<file path="src/rtl/dxy_pkg.sv">
package dxy_pkg;
    localparam int NREG = 6;
    localparam int RSW  = 3;

    typedef enum logic [1:0] {
        XOP_NONE  = 2'd0,
        XOP_LOAD  = 2'd1,
        XOP_STORE = 2'd2,
        XOP_RSVD  = 2'd3
    } xop_e;

    localparam logic [RSW-1:0] R_X0 = 3'd0;
    localparam logic [RSW-1:0] R_X1 = 3'd1;
    localparam logic [RSW-1:0] R_Y0 = 3'd2;
    localparam logic [RSW-1:0] R_Y1 = 3'd3;
    localparam logic [RSW-1:0] R_A0 = 3'd4;
    localparam logic [RSW-1:0] R_A1 = 3'd5;
endpackage

</file>
<file path="src/rtl/dxy_side.sv">
module dxy_side
    import dxy_pkg::*;
#(
    parameter int AW = 8,
    parameter int WW = 16,
    parameter logic [RSW-1:0] LD_BASE = R_X0
) (
    input  logic           clk,
    input  logic           rst_n,
    input  logic           cmd_valid,
    input  logic [1:0]     op,
    input  logic [RSW-1:0] sel,
    input  logic [AW-1:0]  addr,
    input  logic [WW-1:0]  acc0_hi,
    input  logic [WW-1:0]  acc1_hi,
    output logic           mem_en,
    output logic           mem_we,
    output logic [AW-1:0]  mem_addr,
    output logic [WW-1:0]  mem_wdata,
    input  logic [WW-1:0]  mem_rdata,
    output logic           err,
    output logic           ld_vld,
    output logic [RSW-1:0] ld_sel,
    output logic [2*WW-1:0] ld_data
);
    localparam logic [RSW-1:0] LD_NEXT = LD_BASE + 3'd1;

    typedef struct packed {
        logic           vld;
        logic [RSW-1:0] sel;
    } pend_t;

    pend_t pend_d, pend_q;
    logic  act, ld_ok, st_ok;

    always_comb begin
        pend_d    = '0;
        mem_en    = 1'b0;
        mem_we    = 1'b0;
        mem_addr  = addr;
        mem_wdata = '0;
        err       = 1'b0;
        act       = cmd_valid && rst_n;
        ld_ok     = (sel == LD_BASE) || (sel == LD_NEXT);
        st_ok     = (sel == R_A0) || (sel == R_A1);
        if (act) begin
            unique case (xop_e'(op))
                XOP_NONE: ;
                XOP_LOAD: begin
                    if (ld_ok) begin
                        mem_en     = 1'b1;
                        pend_d.vld = 1'b1;
                        pend_d.sel = sel;
                    end else begin
                        err = 1'b1;
                    end
                end
                XOP_STORE: begin
                    if (st_ok) begin
                        mem_en    = 1'b1;
                        mem_we    = 1'b1;
                        mem_wdata = (sel == R_A0) ? acc0_hi : acc1_hi;
                    end else begin
                        err = 1'b1;
                    end
                end
                default: err = 1'b1;
            endcase
        end
    end

    always_ff @(posedge clk or negedge rst_n) begin
        if (!rst_n) pend_q <= '0;
        else        pend_q <= pend_d;
    end

    assign ld_vld  = pend_q.vld;
    assign ld_sel  = pend_q.sel;
    assign ld_data = {mem_rdata, {WW{1'b0}}};

    AST_ERR_NO_ACCESS: assert property (@(posedge clk) disable iff (!rst_n)
        err |-> !mem_en) else $error("rejected side accessed memory");
    AST_LOAD_WB_NEXT: assert property (@(posedge clk) disable iff (!rst_n)
        (mem_en && !mem_we) |=> (ld_vld && ld_sel == $past(sel))) else $error("load not written back");
    AST_LD_SEL_LEGAL: assert property (@(posedge clk) disable iff (!rst_n)
        ld_vld |-> (ld_sel == LD_BASE || ld_sel == LD_NEXT)) else $error("load target outside side pair");
    AST_STORE_FROM_ACC: assert property (@(posedge clk) disable iff (!rst_n)
        mem_we |-> (sel == R_A0 || sel == R_A1)) else $error("store from non-accumulator");
endmodule

</file>
<file path="src/rtl/dxy_wb_merge.sv">
module dxy_wb_merge #(
    parameter int NR = 6,
    parameter int RW = 32,
    parameter int SW = 3
) (
    input  logic           x_vld,
    input  logic [SW-1:0]  x_sel,
    input  logic [RW-1:0]  x_data,
    input  logic           y_vld,
    input  logic [SW-1:0]  y_sel,
    input  logic [RW-1:0]  y_data,
    input  logic           alu_we,
    input  logic [SW-1:0]  alu_sel,
    input  logic [RW-1:0]  alu_data,
    output logic [NR-1:0]  rf_we,
    output logic [NR*RW-1:0] rf_wdata,
    output logic           conflict
);
    for (genvar g = 0; g < NR; g++) begin : g_reg
        logic hit_x, hit_y, hit_a;
        assign hit_x = x_vld && (x_sel == SW'(g));
        assign hit_y = y_vld && (y_sel == SW'(g));
        assign hit_a = alu_we && (alu_sel == SW'(g));
        assign rf_we[g] = hit_x || hit_y || hit_a;
        assign rf_wdata[g*RW +: RW] = hit_x ? x_data : (hit_y ? y_data : alu_data);
    end

    assign conflict = alu_we && ((x_vld && x_sel == alu_sel) || (y_vld && y_sel == alu_sel));
endmodule

</file>
<file path="src/rtl/dsp_xy_mover.sv">
module dsp_xy_mover
    import dxy_pkg::*;
#(
    parameter int AW = 8,
    parameter int WW = 16
) (
    input  logic                 clk,
    input  logic                 rst_n,
    input  logic                 cmd_valid,
    input  logic                 cmd_par,
    input  logic [1:0]           cmd_x_op,
    input  logic [RSW-1:0]       cmd_x_reg,
    input  logic [AW-1:0]        cmd_x_addr,
    input  logic [1:0]           cmd_y_op,
    input  logic [RSW-1:0]       cmd_y_reg,
    input  logic [AW-1:0]        cmd_y_addr,
    input  logic [WW-1:0]        acc_a0_hi,
    input  logic [WW-1:0]        acc_a1_hi,
    input  logic                 alu_we,
    input  logic [RSW-1:0]       alu_reg,
    input  logic [2*WW-1:0]      alu_wdata,
    input  logic                 alu_sr_we,
    output logic                 xm_en,
    output logic                 xm_we,
    output logic [AW-1:0]        xm_addr,
    output logic [WW-1:0]        xm_wdata,
    input  logic [WW-1:0]        xm_rdata,
    output logic                 ym_en,
    output logic                 ym_we,
    output logic [AW-1:0]        ym_addr,
    output logic [WW-1:0]        ym_wdata,
    input  logic [WW-1:0]        ym_rdata,
    output logic [NREG-1:0]      rf_we,
    output logic [NREG*2*WW-1:0] rf_wdata,
    output logic                 wb_conflict,
    output logic                 err_x,
    output logic                 err_y,
    output logic                 alu_par_ok,
    output logic                 sr_we
);
    localparam int RW = 2 * WW;

    logic           x_ld_vld, y_ld_vld;
    logic [RSW-1:0] x_ld_sel, y_ld_sel;
    logic [RW-1:0]  x_ld_data, y_ld_data;

    dxy_side #(.AW(AW), .WW(WW), .LD_BASE(R_X0)) u_side_x (
        .clk(clk), .rst_n(rst_n), .cmd_valid(cmd_valid),
        .op(cmd_x_op), .sel(cmd_x_reg), .addr(cmd_x_addr),
        .acc0_hi(acc_a0_hi), .acc1_hi(acc_a1_hi),
        .mem_en(xm_en), .mem_we(xm_we), .mem_addr(xm_addr),
        .mem_wdata(xm_wdata), .mem_rdata(xm_rdata), .err(err_x),
        .ld_vld(x_ld_vld), .ld_sel(x_ld_sel), .ld_data(x_ld_data)
    );

    dxy_side #(.AW(AW), .WW(WW), .LD_BASE(R_Y0)) u_side_y (
        .clk(clk), .rst_n(rst_n), .cmd_valid(cmd_valid),
        .op(cmd_y_op), .sel(cmd_y_reg), .addr(cmd_y_addr),
        .acc0_hi(acc_a0_hi), .acc1_hi(acc_a1_hi),
        .mem_en(ym_en), .mem_we(ym_we), .mem_addr(ym_addr),
        .mem_wdata(ym_wdata), .mem_rdata(ym_rdata), .err(err_y),
        .ld_vld(y_ld_vld), .ld_sel(y_ld_sel), .ld_data(y_ld_data)
    );

    dxy_wb_merge #(.NR(NREG), .RW(RW), .SW(RSW)) u_merge (
        .x_vld(x_ld_vld), .x_sel(x_ld_sel), .x_data(x_ld_data),
        .y_vld(y_ld_vld), .y_sel(y_ld_sel), .y_data(y_ld_data),
        .alu_we(alu_we), .alu_sel(alu_reg), .alu_data(alu_wdata),
        .rf_we(rf_we), .rf_wdata(rf_wdata), .conflict(wb_conflict)
    );

    assign alu_par_ok = cmd_valid && cmd_par;
    assign sr_we      = alu_sr_we;

    AST_PAR_NEEDS_CMD: assert property (@(posedge clk) disable iff (!rst_n)
        alu_par_ok |-> cmd_valid) else $error("parallel flag without command");
    AST_CONFLICT_NEEDS_LOAD: assert property (@(posedge clk) disable iff (!rst_n)
        wb_conflict |-> (alu_we && (x_ld_vld || y_ld_vld))) else $error("conflict without load");
endmodule

</file>
<file path="config.mk">
export PLATFORM = sky130hd
export DESIGN_NAME = dsp_xy_mover
export DESIGN_NICKNAME = d
export VERILOG_FILES = /design/src/rtl/dxy_pkg.sv /design/src/rtl/dxy_side.sv /design/src/rtl/dxy_wb_merge.sv /design/src/rtl/dsp_xy_mover.sv
export SDC_FILE = /design/constraint.sdc
export NUM_CORES = 1
export LEC_CHECK = 0
export ABC_AREA = 1
export BUFFER_PORTS_ARGS = -buffer_cell sky130_fd_sc_hd__buf_2
export CORE_AREA = 2 2 150 152
export DETAILED_ROUTE_END_ITERATION = 10
export DIE_AREA = 0 0 152 154
export PLACE_DENSITY_LB_ADDON = 0.25
export SYNTH_ARGS = -nofsm -noshare
export SYNTH_HDL_FRONTEND = slang
export SYNTH_HIERARCHICAL = 1
export SYNTH_SLANG_ARGS = --single-unit
</file>
<file path="constraint.sdc">
create_clock -name clk -period 1.63 [get_ports clk]
set_input_delay 0.0815 -clock clk [delete_from_list [all_inputs] [get_ports clk]]
set_output_delay 0.0815 -clock clk [all_outputs]
set_load 0.02 [all_outputs]
</file>
==> key figures <==
Clock network
  – # clock sinks: 7
  – CTS buffer count: 3
  – CTS tree: yes
  – CTS root buffer: clkbuf_16
  – Clk pin slew, worst setup/hold paths: 0.04 ns
  – CTS max path bufs: 2
  – H-tree depth: 1

Setup path
  – Critical-path top delay cell: dfrtp_2
  – WP data required: 1.55 ns
  – CP most frequent cell: buf_4
  – Crit-path leading delay family: buffers and inverters
  – WP data arrival: 1.80 ns
  – Crit-path max FO: 36
  – Buf/Inv on CP: 3
  – Worst path max stage delay: 0.45 ns
  – Startpoint types: flop
  – Crit. End Element: primary output
  – Setup CP Type: flop to primary output
  – Critical-path cell list: buf_4, nor2_4, nand2_4, buf_12, nand2_1, o21ai_0, o21ai_1, buf_4

STA
  – RSZ-0062 raised after global routing: true
  – Tmin final: 1.88 ns
  – Achievable Freq: 531 MHz
  – Fin. max-slew vios: 0
  – Final hold violations: 0
  – Setup TNS: -26.12 ns
  – Endpoints failing setup: 197
  – Period utilization: 116%
  – Slack of the critical path: -0.255 ns

Logic synthesis
  – Yosys top cell area share: 31.2%
  – Post-synth top cells: nand2_1 (557), nand3_1 (108), nor2_1 (96)
  – Dominant cell type by area after synthesis: nand2_1
  – #FFs+latches synth: 7
  – Distinct cell type count after synthesis: 30
  – Synth Cell Area: 6710 um^2
  – Sequential share of the synthesized area: 2.61%
  – Syn Area/Cell: 5.10 um^2
  – Count leader, synth: nand2_1
  – Ys flop type: dfrtp_1
  – Count of yosys warnings during synthesis: 6
  – Synth top area cells: nand2_1 (31%), buf_4 (9.3%), nand3_1 (8.1%)
  – FFs w/ async S/R, synth: 100%
  – EDFF count, synth: 0
  – Post-synthesis instance total: 1314

Power and ir drop
  – Overall power: 2380 uW
  – Cell Pwr Density: 246 nW/um^2
  – Leak: 0.00560 uW
  – Clk network pwr share: 17.4%
  – Power share of the combinational group: 74.7%
  – Maximum vdd drop: 0.355 mV
  – Internal power: 1150 uW
  – Net Sw Frac: 51.9%
  – Switching pwr: 1240 uW
  – Sequential power share: 7.9%

Routing
  – Iteration-0 DRC Markers: 728
  – Vias: 9895
  – Remaining antenna violation count: 0
  – Avg Vias per Cell: 5.22
  – DRC: 0
  – DRT Wirelength: 33800 um
  – Drt pass-1 iters: 5
  – Drt wl/cell: 17.8 um

Layout
  – Fillers: 2341
  – Register area: 181 um^2
  – Nets: 1755
  – Ant diodes: 0
  – Share of cells above drive strength 1: 34.6%
  – Final cell count without fillers: 1897
  – Multi-input gate area: 5290 um^2
  – Area Overhead vs Synth: 44.2%

Place
  – Inst Count DP: 1864
  – HPWL Detailed: 23100 um
  – Placer Congestion: 0.910
  – I/O Buffers: 351

Global routing
  – Gr usage total: 25.1%
  – Initial antenna violation count: 1
  – First-pass GRT wire length: 48600 um
  – Number of global-route vias before repair: 8922
  – Total gr overflow: 0
  – Largest net degree at the start of global routing: 38

Die
  – Chip Width: 152 um
  – Core Box Area: 21700 um^2
  – I/O pins: 386
  – Initial Util: 30.9%
  – Die Area: 23400 um^2
  – Die extent in y: 154 um
  – Row count: 54

Run
  – Maxcap violations: 0

Run status
  – Failing checks: setup timing
  – Status: complete, but fails checks

Hold path
  – Worst hold path type: input pin to primary output
path summary, 6_finish.rpt:
check,start,end,slack (ns),cells after the start
worst max-delay path,u_side_y/ld_vld$_DFF_PN0_,rf_wdata[145],-0.25,8
worst min-delay path,cmd_x_addr[6],xm_addr[6],0.16,0
max in group asynchronous,rst_n,u_side_y/ld_sel[2]$_DFF_PN0_,1.07,3
min in group asynchronous,rst_n,u_side_x/ld_sel[1]$_DFF_PN0_,0.24,2
registers in the layout, indices dropped and copies added (netlist names):
| signal | flops |
|---|---|
| u_side_x/ld_sel | 3 |
| u_side_y/ld_sel | 2 |
| u_side_y/ld_vld | 1 |
| u_side_x/ld_vld | 1 |
power groups by stage:
stage          Sequential [uW]  Clock, uW  Combinational [uW]
3_5_place_dp               189          0                1610
4_1_cts                    188        421                1640
2_1_floorplan              185          0                1180
3_3_place_gp               189          0                1600
5_1_grt                    189        433                1930
6_report                   188        415                1780
stage by stage:
stage	setup WS (ns)	hold slack, ns	area, um^2	util, %
6_report	-0.255	0.163	9680	44.6
5_1_grt	-0.336	0.163	9680	44.6
4_1_cts	-0.193	0.163	8810	40.6
3_5_place_dp	-0.0424	-0.0947	8550	39.4
3_3_place_gp	-0.0141	-0.101	8550	39.4
2_1_floorplan	0.0211	-0.214	6830	-
cell families (layout without fill, tap and decap cells):
kind of cell / count (synthesis) / in the layout / synth area share, %
other: 2 / 35 / 0.112
buffers and inverters: 279 / 548 / 23.7
adder cells (fa/ha/maj): 6 / 6 / 1.12
flip-flops: 7 / 7 / 2.61
AND/OR/NAND/NOR: 793 / 794 / 48.7
AO/OA/AOI/OAI: 227 / 227 / 23.8
layout make-up:
type | instances | area share, %
Inverter | 106 | 4.22
Tap cell | 280 | 3.62
Sequential cell | 7 | 1.88
Timing Repair Buffer | 438 | 34.8
Multi-Input combinational cell | 1062 | 54.7
Clock buffer | 4 | 0.815
per-layer routing:
layer,wire (um),vias to the layer above,track usage [%]
li1,-,4740,-
met2,15600,642,41.7
met3,3390,89,3.97
met1,13900,4422,33.8
met5,13,-,0
met4,837,2,6.59
what timing repair did:
item / in CTS / in global routing
hold buffers: 1 / 0
gates resized for setup: 53 / 161
pin swaps: 6 / 26
setup buffers: 3 / 12
gates cloned: 0 / 15
endpoints found under the hold margin: 7 / 0
setup endpoints to repair: 197 / 198
cell usage in the layout (no fill, tap or decap), types with 35 or more instances in the layout:
master    count
buf_6        38
o211ai_1     60
buf_4        97
nand3_1     107
inv_1        88
nand2_1     533
o211ai_2     35
buf_2       258
nor2_1       95
o21ai_1      64
conb_1       35
(Power assumes the default switching activity.)
